File: src/rtl/pgchk_pkg.sv
package pgchk_pkg;
    // Event status bit positions that the controller defines
    localparam int EVT_DONE_BIT = 31;
    localparam int EVT_TMO_BIT  = 30;
    // Status word packing
    localparam int LANES_PER_WORD = 4;
    localparam logic [3:0] CNT_UNCORR = 4'hF;
    localparam logic [7:0] ERASED_BYTE = 8'hFF;

    typedef enum logic [2:0] {
        ST_IDLE,
        ST_POLL,
        ST_ECC,
        ST_SCAN,
        ST_HALT
    } chk_state_e;
endpackage

File: src/rtl/ecc_lane_pick.sv
module ecc_lane_pick
    import pgchk_pkg::*;
(
    input  logic [31:0] word,
    input  logic [1:0]  lane,
    output logic        uncorr
);
    logic [3:0] lane_cnt [LANES_PER_WORD];

    // Lane 0 lives in the most significant byte; count is its low nibble
    for (genvar g = 0; g < LANES_PER_WORD; g++) begin : g_lane
        assign lane_cnt[g] = word[24 - 8*g +: 4];
    end

    assign uncorr = (lane_cnt[lane] == CNT_UNCORR);
endmodule

File: src/rtl/page_blank_scan.sv
module page_blank_scan
    import pgchk_pkg::*;
#(
    parameter int PAGE_BYTES = 2048,
    localparam int OFF_W = $clog2(PAGE_BYTES)
) (
    input  logic             clk,
    input  logic             rst_n,
    input  logic             go,
    input  logic [7:0]       rd_data,
    output logic             rd_en,
    output logic [OFF_W-1:0] rd_off,
    output logic             scan_dirty,
    output logic             scan_blank
);
    localparam logic [OFF_W-1:0] LAST_OFF = OFF_W'(PAGE_BYTES - 1);

    logic             issuing;
    logic             vld;
    logic             last_q;
    logic [OFF_W-1:0] cnt;

    always_ff @(posedge clk) begin
        if (!rst_n) begin
            issuing <= 1'b0;
            vld     <= 1'b0;
            last_q  <= 1'b0;
            cnt     <= '0;
        end else if (go) begin
            issuing <= 1'b1;
            vld     <= 1'b0;
            last_q  <= 1'b0;
            cnt     <= '0;
        end else if (scan_dirty) begin
            issuing <= 1'b0;
            vld     <= 1'b0;
            last_q  <= 1'b0;
        end else begin
            vld    <= issuing;
            last_q <= issuing && (cnt == LAST_OFF);
            if (issuing) begin
                if (cnt == LAST_OFF) begin
                    issuing <= 1'b0;
                end else begin
                    cnt <= cnt + 1'b1;
                end
            end
        end
    end

    assign rd_en      = issuing;
    assign rd_off     = cnt;
    assign scan_dirty = vld && (rd_data != ERASED_BYTE);
    assign scan_blank = vld && last_q && (rd_data == ERASED_BYTE);

    // consecutive reads step the offset by one
    assert_scan_step_R6: assert property (@(posedge clk) disable iff (!rst_n)
        (rd_en && $past(rd_en) && !$past(go)) |-> (rd_off == $past(rd_off) + 1'b1));

    // a dirty byte halts the read stream at the next cycle
    assert_scan_stops_R8: assert property (@(posedge clk) disable iff (!rst_n)
        scan_dirty |=> !rd_en);

    // verdicts are exclusive
    assert_scan_exclusive_R7: assert property (@(posedge clk) disable iff (!rst_n)
        !(scan_dirty && scan_blank));
endmodule

File: src/rtl/nand_page_ecc_check.sv
module nand_page_ecc_check
    import pgchk_pkg::*;
#(
    parameter int SUB_BYTES     = 512,
    parameter int SUBS_PER_PAGE = 4,
    parameter int ECC_WORDS     = 4,
    localparam int PAGE_BYTES = SUB_BYTES * SUBS_PER_PAGE,
    localparam int TOTAL_SUBS = ECC_WORDS * LANES_PER_WORD,
    localparam int NUM_BUFS   = TOTAL_SUBS / SUBS_PER_PAGE,
    localparam int BUF_W      = (NUM_BUFS > 1) ? $clog2(NUM_BUFS) : 1,
    localparam int SUB_W      = $clog2(TOTAL_SUBS),
    localparam int WSEL_W     = $clog2(ECC_WORDS),
    localparam int OFF_W      = $clog2(PAGE_BYTES),
    localparam int ADDR_W     = BUF_W + OFF_W
) (
    input  logic              clk,
    input  logic              rst_n,
    input  logic              start,
    input  logic [BUF_W-1:0]  buf_sel,
    input  logic [31:0]       evt_stat,
    output logic              evt_wr_en,
    output logic [31:0]       evt_wr_data,
    output logic [WSEL_W-1:0] ecc_word_sel,
    input  logic [31:0]       ecc_word,
    output logic              rd_en,
    output logic [ADDR_W-1:0] rd_addr,
    input  logic [7:0]        rd_data,
    output logic              done,
    output logic              page_good,
    output logic              page_blank,
    output logic              fatal_tmo,
    output logic              fatal_ecc
);
    chk_state_e       state_q, state_d;
    logic [BUF_W-1:0] buf_q;
    logic [SUB_W-1:0] sub_q, last_q;
    logic [SUB_W-1:0] sub_first, sub_last;
    logic [31:0]      evt_q;
    logic             evt_done, evt_tmo;
    logic             lane_uncorr;
    logic             scan_go, scan_dirty, scan_blank;
    logic [OFF_W-1:0] rd_off;

    assign sub_first = SUB_W'(buf_sel) * SUB_W'(SUBS_PER_PAGE);
    assign sub_last  = sub_first + SUB_W'(SUBS_PER_PAGE - 1);
    assign evt_done  = evt_stat[EVT_DONE_BIT];
    assign evt_tmo   = evt_stat[EVT_TMO_BIT];

    assign ecc_word_sel = sub_q[SUB_W-1:2];

    ecc_lane_pick u_lane (
        .word   (ecc_word),
        .lane   (sub_q[1:0]),
        .uncorr (lane_uncorr)
    );

    assign scan_go = (state_q == ST_ECC) && lane_uncorr;

    page_blank_scan #(.PAGE_BYTES(PAGE_BYTES)) u_scan (
        .clk        (clk),
        .rst_n      (rst_n),
        .go         (scan_go),
        .rd_data    (rd_data),
        .rd_en      (rd_en),
        .rd_off     (rd_off),
        .scan_dirty (scan_dirty),
        .scan_blank (scan_blank)
    );

    assign rd_addr     = {buf_q, rd_off};
    assign evt_wr_data = evt_q;

    // Next-state logic
    always_comb begin
        state_d = state_q;
        unique case (state_q)
            ST_IDLE: if (start) state_d = ST_POLL;
            ST_POLL: begin
                if (evt_done) state_d = evt_tmo ? ST_HALT : ST_ECC;
            end
            ST_ECC: begin
                if (lane_uncorr)          state_d = ST_SCAN;
                else if (sub_q == last_q) state_d = ST_IDLE;
            end
            ST_SCAN: begin
                if (scan_dirty)      state_d = ST_HALT;
                else if (scan_blank) state_d = ST_IDLE;
            end
            ST_HALT: state_d = ST_HALT;
            default: state_d = ST_HALT;
        endcase
    end

    // State register
    always_ff @(posedge clk) begin
        if (!rst_n) state_q <= ST_IDLE;
        else        state_q <= state_d;
    end

    // Outputs and datapath registers
    always_ff @(posedge clk) begin
        if (!rst_n) begin
            buf_q      <= '0;
            sub_q      <= '0;
            last_q     <= '0;
            evt_q      <= '0;
            done       <= 1'b0;
            evt_wr_en  <= 1'b0;
            page_good  <= 1'b0;
            page_blank <= 1'b0;
            fatal_tmo  <= 1'b0;
            fatal_ecc  <= 1'b0;
        end else begin
            done      <= 1'b0;
            evt_wr_en <= 1'b0;
            unique case (state_q)
                ST_IDLE: begin
                    if (start) begin
                        buf_q      <= buf_sel;
                        sub_q      <= sub_first;
                        last_q     <= sub_last;
                        page_good  <= 1'b0;
                        page_blank <= 1'b0;
                    end
                end
                ST_POLL: begin
                    if (evt_done) begin
                        evt_q <= evt_stat;
                        if (evt_tmo) fatal_tmo <= 1'b1;
                    end
                end
                ST_ECC: begin
                    if (!lane_uncorr) begin
                        if (sub_q == last_q) begin
                            done      <= 1'b1;
                            page_good <= 1'b1;
                            evt_wr_en <= 1'b1;
                        end else begin
                            sub_q <= sub_q + 1'b1;
                        end
                    end
                end
                ST_SCAN: begin
                    if (scan_dirty) begin
                        fatal_ecc <= 1'b1;
                    end else if (scan_blank) begin
                        done       <= 1'b1;
                        page_blank <= 1'b1;
                        evt_wr_en  <= 1'b1;
                    end
                end
                ST_HALT: ;
                default: ;
            endcase
        end
    end

    // write-back accompanies completion and carries the complete bit
    assert_wb_with_done_R10: assert property (@(posedge clk) disable iff (!rst_n)
        done |-> (evt_wr_en && evt_wr_data[EVT_DONE_BIT]));

    // exactly one verdict at completion
    assert_one_verdict_R5: assert property (@(posedge clk) disable iff (!rst_n)
        done |-> ($countones({page_good, page_blank}) == 1));

    // fatal flags are sticky
    assert_ecc_sticky_R9: assert property (@(posedge clk) disable iff (!rst_n)
        fatal_ecc |=> fatal_ecc);
    assert_tmo_sticky_R9: assert property (@(posedge clk) disable iff (!rst_n)
        fatal_tmo |=> fatal_tmo);

    // nothing is read or reported after a fatal error
    assert_quiet_after_fatal_R8: assert property (@(posedge clk) disable iff (!rst_n)
        (fatal_ecc || fatal_tmo) |-> (!rd_en && !done));

    // a timeout excludes ECC evaluation
    assert_tmo_no_ecc_R3: assert property (@(posedge clk) disable iff (!rst_n)
        fatal_tmo |-> !fatal_ecc);

    // no page reads while waiting on the event word
    assert_no_read_poll_R2: assert property (@(posedge clk) disable iff (!rst_n)
        (state_q == ST_POLL) |-> !rd_en);
endmodule

File: config.mk
export PLATFORM = sky130hd
export DESIGN_NAME = nand_page_ecc_check
export DESIGN_NICKNAME = d
export VERILOG_FILES = /design/src/rtl/pgchk_pkg.sv /design/src/rtl/ecc_lane_pick.sv /design/src/rtl/page_blank_scan.sv /design/src/rtl/nand_page_ecc_check.sv
export SDC_FILE = /design/constraint.sdc
export NUM_CORES = 1
export LEC_CHECK = 0
export BUFFER_PORTS_ARGS = -buffer_cell sky130_fd_sc_hd__buf_4
export CORE_ASPECT_RATIO = 1.5
export CORE_UTILIZATION = 49
export DETAILED_ROUTE_END_ITERATION = 10
export GPL_TIMING_DRIVEN = 0
export PLACE_DENSITY_LB_ADDON = 0.05
export SLEW_MARGIN = 10
export SYNTH_ARGS = -nofsm -noshare
export SYNTH_HDL_FRONTEND = slang
export SYNTH_SLANG_ARGS = --single-unit
export TNS_END_PERCENT = 10
File: constraint.sdc
create_clock -name clk -period 4.37 [get_ports clk]
set_clock_uncertainty 0.15 [all_clocks]
set_input_delay 0 -clock clk [delete_from_list [all_inputs] [get_ports clk]]
set_output_delay 0 -clock clk [all_outputs]
set_load 0.005 [all_outputs]
==> metrics <==
clk root buf clkbuf_8; crit-path max FO 6; DRC errors left 0; Syn-to-layout area delta 59.1%; status finished, final reports clean; Leak 1.84 nW; remaining antenna violation count 0; worst slack, placed 2.40 ns; slowest CP cell dlygate4sd3_1; post-CTS sizing 0; Synth top area share 45.6%; Yosys warning total 0; Fin Setup TNS 0 ns; Startpoint Class flip-flop; CP delay by family, top buffers and inverters; pwr/cell area 394 nW/um^2; Arrival @ worst endpoint 2.67 ns; core box area 5200 sq um; Worst Max-Slew Pin Slew 0.573 ns; largest net degree at the start of global routing 11; CP Capture Type flip-flop; Peak Freq 0.394 GHz; top-count cell post-synth nand2_1; area of the multi-input gates 1320 sq um; FF+latch count, synth 61; Final Hold Viols 0; hold slack 0.0353 ns; crit path kind flip-flop to flip-flop; final cell count without fillers 563; CTS H-Tree Depth 3; row count 32; worst setup margin 1.83 ns; layout cell share with drive strength beyond 1 31.9%; setup repair after global routing missed its margin no; # diodes 0; Syn Std Cell Area 2680 sq um; syn_nets 404; register area 1220 sq um; DIE AREA 5770 sq um; number of DRC markers in iteration 0 182; initial core utilization 51.5%; first-pass GRT wire length 12.9 mm; Cell Chain, Critical Path inv_1 > nand2_1 > nor3_1 > nand2_1 > dlygate4sd3_1 > a21oi_1 > dlygate4sd3_1; Final #Nets 570; HPWL Detailed 4.94 mm; Crit path depth 7; Peak VDD IR 0.335 mV; worst relative slew slack 61.8%; TritonCTS clock tree yes; leading cell types by count after synthesis nand2_1, dfxtp_1, a21oi_1; synthesized instance count 325; register clock-pin slew on the reported worst setup and hold paths 0.06 ns; Port Buffers 114; register area share after synthesis 45.6%; DRT Wirelength 8.10 mm; crit path buf inv count 3; vias in the first global route 2913; drt first pass iters 4; initial antenna violation count 0; hold-critical path depth 4; Die H 92.6 um; grt total ovfl 0; worst skew pair latency 0.34 ns; Pins Over Slew Limit 0; prevailing post-synth register cell dfxtp_1; Synth Area per Inst 8.24 sq um; fin crit share 58.0%; Post-synth EDFFs 0; slowest cell delay on critical path 0.59 ns; MaxCap Viol Count 0; Yosys cell types 53; Vias/cell 5.32; Chip Width 62.4 um; via count 2996; FFs w/ async S/R, synth 0%; dominant cells by area after synthesis dfxtp_1, nand2_1, a21oi_1; Synth area leader dfxtp_1; HP Class input port to flip-flop; fill count 329; reg2reg path depth 7; CTS Sinks 61; Inst Count DP 507; gpl congestion 0.916; CP required 4.51 ns; # Post-CTS Setup Buffers 0; io pins 131; final setup vio count 0; cts bufs inserted 9; total track usage 28.8%; CTS Buffer Depth 2; Tmin final 2.54 ns; WL/cell 14.4 um
[worst reg2reg max path, delay by kind of cell (launching register included)]
kind,cells,cell delay (ns)
buffers and inverters,3,1.30
AOI/OAI and AO/OA,1,0.14
DFF,1,0.35
and+or+nand+nor,3,0.55
[area by class of cell]
cell class | count | area share (%)
repair buffers | 155 | 29.7
clock buffers | 12 | 3.87
inverters | 3 | 0.264
flip-flops and latches | 61 | 28.6
plain buffers | 23 | 2.94
multi-input cells | 238 | 31.0
clock inverters | 3 | 1.58
well taps | 68 | 2.00
[per-layer routing]
layer	wire [um]	global-route usage [%]	vias up
met5	0	0	-
met4	276	18.2	0
met3	409	5.30	28
met2	4340	54.1	123
met1	3070	28.8	1402
li1	-	-	1443
[cells by family (layout without fill, tap and decap cells)]
logic type | Yosys count | in the layout | synth area share, %
and+or+nand+nor | 156 | 156 | 27.3
AOI/OAI and AO/OA | 68 | 68 | 17.1
DFF | 61 | 61 | 45.6
buffers and inverters | 26 | 196 | 5.09
xor gates and xnor gates | 10 | 10 | 3.27
adders and majority gates | 2 | 2 | 0.934
muxes | 2 | 2 | 0.747
[repair_timing]
item | 4_1_cts | 5_1_grt
setup endpoints to repair | 0 | 0
hold buffers | 41 | 0
hold endpoints to repair | 43 | 0
[through the flow]
step                util, %  power [mW]  cell area, sq um
floorplan                 -       0.887              2680
global placement       69.5        1.05              3620
detailed placement     69.5        1.05              3620
CTS                    81.9        1.66              4260
global route           81.9        1.75              4260
finish                 81.9        1.68              4260
[registers in the layout (all words and copies together), names as in the netlist]
signal         flops
evt_wr_data       32
u_scan.rd_off     11
sub_q              4
state_q            3
last_q             2
buf_q              1
done               1
fatal_ecc          1
fatal_tmo          1
page_blank         1
page_good          1
u_scan.last_q      1
u_scan.rd_en       1
u_scan.vld         1
[cell usage in the layout, fill, tap and decap left out, types with 3 or more instances in the layout]
master and instances:
buf_4 120, o31ai_1 3, clkbuf_8 12, clkbuf_1 9, dlygate4sd3_1 41, and3_1 5
dfxtp_1 61, nand3_1 6, nand4_1 10, and2_1 3, buf_2 6, xor2_1 9
nor3_1 5, a21oi_1 40, a31oi_1 3, nor2_1 24, nand2_1 85
[worst paths after layout]
| path | startpoint | end | slack (ns) |
|---|---|---|---|
| min reg2reg | evt_wr_data[15]$_SDFFE_PN0P_ | evt_wr_data[15]$_SDFFE_PN0P_ | 0.31 |
| max | state_q[1]$_SDFFE_PN0P_ | buf_q[0]$_SDFFE_PN0P_ | 1.83 |
| max reg2reg | state_q[1]$_SDFFE_PN0P_ | buf_q[0]$_SDFFE_PN0P_ | 1.83 |
| min | evt_stat[31] | state_q[0]$_SDFFE_PN0P_ | 0.04 |
[power breakdown]
group          switching (mW)  internal, mW  leakage, nW
Sequential             0.0369         0.615        0.495
Combinational           0.222         0.224         1.23
Clock                   0.217         0.365        0.115
No activity file was read; power rests on OpenSTA's default activity.
